## src/rtl/asr_pkg.sv

```systemverilog
package asr_pkg;

    typedef enum logic [1:0] {
        SPC_OTHER_LO = 2'b00,
        SPC_SCRATCH  = 2'b01,
        SPC_QUEUE    = 2'b10,
        SPC_OTHER_HI = 2'b11
    } space_e;

    typedef enum logic [1:0] {
        LVL_USER  = 2'b00,
        LVL_PRIV  = 2'b01,
        LVL_HYPER = 2'b10,
        LVL_RSVD  = 2'b11
    } level_e;

    // Outcome of one rule unit
    typedef struct packed {
        logic bad_addr;
        logic bad_priv;
    } verdict_t;

    localparam verdict_t VERDICT_OK = '{bad_addr: 1'b0, bad_priv: 1'b0};

    function automatic logic lvl_is_hyper(input level_e lvl);
        return lvl == LVL_HYPER;
    endfunction

    // Privileged or hypervisor; reserved code counts as user
    function automatic logic lvl_above_user(input level_e lvl);
        return (lvl == LVL_PRIV) || (lvl == LVL_HYPER);
    endfunction

endpackage

```

## src/rtl/asr_scratch_rule.sv

```systemverilog
module asr_scratch_rule
    import asr_pkg::*;
#(
    parameter int OFS_W     = 12,
    parameter int TOP_OFS   = 'h38,
    parameter int HV_LO_OFS = 'h20,
    parameter int HV_HI_OFS = 'h2F
) (
    input  logic [OFS_W-1:0] offset_i,
    input  level_e           level_i,
    output verdict_t         verdict_o
);
    localparam logic [OFS_W-1:0] TOP_L   = OFS_W'(TOP_OFS);
    localparam logic [OFS_W-1:0] HV_LO_L = OFS_W'(HV_LO_OFS);
    localparam logic [OFS_W-1:0] HV_HI_L = OFS_W'(HV_HI_OFS);

    logic beyond_top;
    logic in_hv_window;

    always_comb begin
        beyond_top   = offset_i > TOP_L;
        in_hv_window = (offset_i >= HV_LO_L) && (offset_i <= HV_HI_L);
        verdict_o          = VERDICT_OK;
        verdict_o.bad_addr = beyond_top || (in_hv_window && !lvl_is_hyper(level_i));
    end

endmodule

```

## src/rtl/asr_queue_rule.sv

```systemverilog
module asr_queue_rule
    import asr_pkg::*;
#(
    parameter int OFS_W      = 12,
    parameter int LO_OFS     = 'h3C0,
    parameter int HI_OFS     = 'h3F8,
    parameter int ALIGN_BITS = 4
) (
    input  logic [OFS_W-1:0] offset_i,
    input  level_e           level_i,
    output verdict_t         verdict_o
);
    localparam logic [OFS_W-1:0] LO_L = OFS_W'(LO_OFS);
    localparam logic [OFS_W-1:0] HI_L = OFS_W'(HI_OFS);

    logic misaligned;
    logic out_of_window;

    generate
        if (ALIGN_BITS > 0) begin : g_align
            assign misaligned = |offset_i[ALIGN_BITS-1:0];
        end else begin : g_noalign
            assign misaligned = 1'b0;
        end
    endgenerate

    always_comb begin
        out_of_window = (offset_i < LO_L) || (offset_i > HI_L);
        verdict_o     = VERDICT_OK;
        if (!lvl_above_user(level_i)) begin
            // privilege failure outranks any address failure
            verdict_o.bad_priv = 1'b1;
        end else begin
            verdict_o.bad_addr = out_of_window ||
                                 (misaligned && !lvl_is_hyper(level_i));
        end
    end

endmodule

```

## src/rtl/asr_fault_merge.sv

```systemverilog
module asr_fault_merge
    import asr_pkg::*;
#(
    parameter int OFS_W = 12
) (
    input  space_e           space_i,
    input  verdict_t         scr_v_i,
    input  verdict_t         que_v_i,
    input  logic [OFS_W-1:0] offset_i,
    input  logic             write_i,
    output logic             allow_o,
    output logic             flt_addr_o,
    output logic             flt_priv_o,
    output logic             cap_strobe_o,
    output logic [OFS_W-1:0] cap_offset_o,
    output logic             cap_write_o,
    output logic             cap_side_eff_o,
    output logic [1:0]       cap_space_o
);
    verdict_t sel_v;
    logic     any_fault;

    always_comb begin
        unique case (space_i)
            SPC_SCRATCH: sel_v = scr_v_i;
            SPC_QUEUE:   sel_v = que_v_i;
            default:     sel_v = VERDICT_OK;
        endcase

        flt_priv_o = sel_v.bad_priv;
        flt_addr_o = sel_v.bad_addr && !sel_v.bad_priv;
        any_fault  = sel_v.bad_priv || sel_v.bad_addr;
        allow_o    = !any_fault;

        cap_strobe_o   = any_fault;
        cap_offset_o   = any_fault ? offset_i : '0;
        cap_write_o    = any_fault && write_i;
        cap_side_eff_o = any_fault;
        cap_space_o    = any_fault ? space_i : 2'b00;
    end

endmodule

```

## src/rtl/asr_access_screen.sv

```systemverilog
module asr_access_screen
    import asr_pkg::*;
#(
    parameter int OFS_W       = 12,
    parameter int SCR_TOP     = 'h38,
    parameter int SCR_HV_LO   = 'h20,
    parameter int SCR_HV_HI   = 'h2F,
    parameter int QUE_LO      = 'h3C0,
    parameter int QUE_HI      = 'h3F8,
    parameter int QUE_ALIGN   = 4
) (
    input  logic [1:0]       space_i,
    input  logic [OFS_W-1:0] offset_i,
    input  logic [1:0]       level_i,
    input  logic             write_i,
    output logic             allow_o,
    output logic             flt_addr_o,
    output logic             flt_priv_o,
    output logic             cap_strobe_o,
    output logic [OFS_W-1:0] cap_offset_o,
    output logic             cap_write_o,
    output logic             cap_side_eff_o,
    output logic [1:0]       cap_space_o
);
    space_e   space_q;
    level_e   level_q;
    verdict_t scr_v;
    verdict_t que_v;

    assign space_q = space_e'(space_i);
    assign level_q = level_e'(level_i);

    asr_scratch_rule #(
        .OFS_W    (OFS_W),
        .TOP_OFS  (SCR_TOP),
        .HV_LO_OFS(SCR_HV_LO),
        .HV_HI_OFS(SCR_HV_HI)
    ) i_scratch (
        .offset_i (offset_i),
        .level_i  (level_q),
        .verdict_o(scr_v)
    );

    asr_queue_rule #(
        .OFS_W     (OFS_W),
        .LO_OFS    (QUE_LO),
        .HI_OFS    (QUE_HI),
        .ALIGN_BITS(QUE_ALIGN)
    ) i_queue (
        .offset_i (offset_i),
        .level_i  (level_q),
        .verdict_o(que_v)
    );

    asr_fault_merge #(
        .OFS_W(OFS_W)
    ) i_merge (
        .space_i       (space_q),
        .scr_v_i       (scr_v),
        .que_v_i       (que_v),
        .offset_i      (offset_i),
        .write_i       (write_i),
        .allow_o       (allow_o),
        .flt_addr_o    (flt_addr_o),
        .flt_priv_o    (flt_priv_o),
        .cap_strobe_o  (cap_strobe_o),
        .cap_offset_o  (cap_offset_o),
        .cap_write_o   (cap_write_o),
        .cap_side_eff_o(cap_side_eff_o),
        .cap_space_o   (cap_space_o)
    );

endmodule

```

## config.mk

```make
export PLATFORM = sky130hd
export DESIGN_NAME = asr_access_screen
export DESIGN_NICKNAME = d
export VERILOG_FILES = /design/src/rtl/asr_pkg.sv /design/src/rtl/asr_scratch_rule.sv /design/src/rtl/asr_queue_rule.sv /design/src/rtl/asr_fault_merge.sv /design/src/rtl/asr_access_screen.sv
export SDC_FILE = /design/constraint.sdc
export NUM_CORES = 1
export LEC_CHECK = 0
export ABC_AREA = 1
export BUFFER_PORTS_ARGS = -buffer_cell sky130_fd_sc_hd__buf_2
export CAP_MARGIN = 20
export CORE_AREA = 2 2 39 41
export DETAILED_ROUTE_END_ITERATION = 7
export DIE_AREA = 0 0 41 43
export PLACE_DENSITY = 0.72
export SLEW_MARGIN = 10
export SYNTH_ARGS = -nofsm -noshare
export SYNTH_HDL_FRONTEND = slang
export SYNTH_SLANG_ARGS = --single-unit
```

## constraint.sdc

```tcl
create_clock -name vclk -period 2.5
set_input_delay 0.25 -clock vclk [all_inputs]
set_output_delay 0.25 -clock vclk [all_outputs]
set_load 0.005 [all_outputs]
```

==> reports/metrics.yaml <==
slew_headroom_pct: 53.3
maxCapViolCount: 0
crit_path_end_kind: "primary output"
final_area_um2: 554
start_kind: "input pin"
max_freq_mhz: 552
die_y_um: 43
drive_above_1_share_pct: 45.7
worstHoldPathType: "in -> out"
clock_buffers: 0
totalPowerFinal_uw: 94.7
via_per_inst: 4.23
power_frac_comb_pct: 100.0
die_area_um2: 1760
cp_num_buf_inv: 4
worst_pin_slew_ps: 698
layout_common_cells: "37 x buf_2, 23 x inv_1, 14 x nand2_1"
vdd_drop_max_mv: 0.0792
detailroute.via_count: 512
port_buffers: 37
hold_viol: 0
crit_arrival_ps: 1560
setup_violations: 0
post-route-util_pct: 40.1
syn_area_per_cell_um2: 5.25
critPathKind: "in -> out"
first_global_vias: 383
synth_largest_area_cell: "inv_1"
final_common_cell: "buf_2"
power.share.sequential_pct: 0
synth.cell_area_um2: 373
place_area_um2: 554
path_cells: "buf_2 -> inv_1 -> ha_1 -> nand2_1 -> nand2_1 -> inv_1 -> buf_2"
initial_core_util_pct: 26.9
min_period_ps: 1810
p_switching_uw: 51.8
hold_depth: 4
drc_errors: 0
drv_slew: 0
totalWireLength_um: 989
flops_and_latches: 0
p_sw_share_pct: 54.7
fin_tns_setup_ps: 0
grt_pass1_wl_um: 1390
gp_congestion: 0.751
syn2layout_area_growth_pct: 48.7
cpPeakStageDelay_ps: 530
fin_nets: 127
dp_slack_ps: 667
antenna_cells: 0
mappedNetlistNets: 91
cp_data_required_time_ps: 2250
post_cts_buffers: 0
drtAntennaViolNets: 0
num_io_pins: 37
cp_max_fo: 17
leakage_uw: 0.000399
postCtsHoldBufs: 0
cpMaxStageDelayCell: "nand2_1"
rsz0062_at_grt: "no"
power.internal_uw: 42.9
power.share.clock_pct: 0
firstDrtPassIters: 3
core_area_um2: 1380
worst_hold_path.endpoint: "cap_write_o"
grt-ovfl-total: 0
die_w_um: 41
power_density_nw_per_um2: 171
grt_antenna_before_repair: 0
postCtsResizedCells: 0
ff_latch_area_um2: 0
num_rows: 14
grt_max_degree: 18
drt-wirelength-per-cell_um: 8.17
netlist_instances: 71
synthTopCellsByArea: "inv_1 23%, a21oi_2 21%, nand2_1 14%"
setup_slack_ps: 687
seq_area_frac_synth_pct: 0
outcome: "finished, final reports clean"
ys_types: 12
synth_top_area_share_pct: 23.2
grt_usage_pct: 10.4
ys_warn_count: 0
period_share_pct: 72.5
critPathTopFamily: "simple AND/OR/NAND/NOR gates"
place_hpwl_um: 862
drt_iter0_drc: 5
hp-start: "write_i"
## layer usage
metal / routed length (um) / vias to the layer above / global-route usage, %
li1: - / 280 / -
met1: 425 / 208 / 13.6
met2: 472 / 24 / 19.1
met3: 91 / 0 / 0
met4: 0 / 0 / 0
met5: 0 / - / 0
## synthesized netlist by cell type, drive strengths merged
| cell type | number |
|---|---|
| a21oi | 15 |
| buf | 3 |
| ha | 3 |
| inv | 23 |
| nand2 | 16 |
| nand3 | 4 |
| nor2 | 7 |
## cells by family after synthesis
kind of cell,after synthesis,share of synthesized area (%)
AND/OR/NAND/NOR,27,31.2
buffers and inverters,26,29.5
adder cells (fa/ha/maj),3,10.1
AO/OA/AOI/OAI,15,29.2
## how the worst max path moves through the flow
stage | startpoint | endpoint | slack, ps | cells after the start
after floorplan | level_i[0] | cap_offset_o[0] | 1090 | 12
after global placement | level_i[0] | flt_addr_o | 740 | 7
after detailed placement | level_i[0] | allow_o | 670 | 7
after CTS | level_i[0] | allow_o | 660 | 7
after global routing | level_i[0] | allow_o | 550 | 7
final | level_i[0] | allow_o | 690 | 7
## area by class of cell
type	count	area (um^2)
fill	173	830
timing repair buffer	37	185
inverter	23	86.3
multi-input combinational	45	263
tap	16	20.0
## per-stage QoR
stage / hold slack, ps / instances
final: 776 / 121
after global routing: 808 / 121
after CTS: 778 / 121
after detailed placement: 777 / 121
after global placement: 774 / 121
after floorplan: 568 / 71
## power groups by stage
stage / sequential (uW) / combinational, uW / clock, uW
after floorplan: 0 / 57.8 / 0
after global placement: 0 / 93.4 / 0
after detailed placement: 0 / 96.3 / 0
after CTS: 0 / 96.8 / 0
after global routing: 0 / 107 / 0
final: 0 / 94.7 / 0
Power figures use the tool's default switching activity.
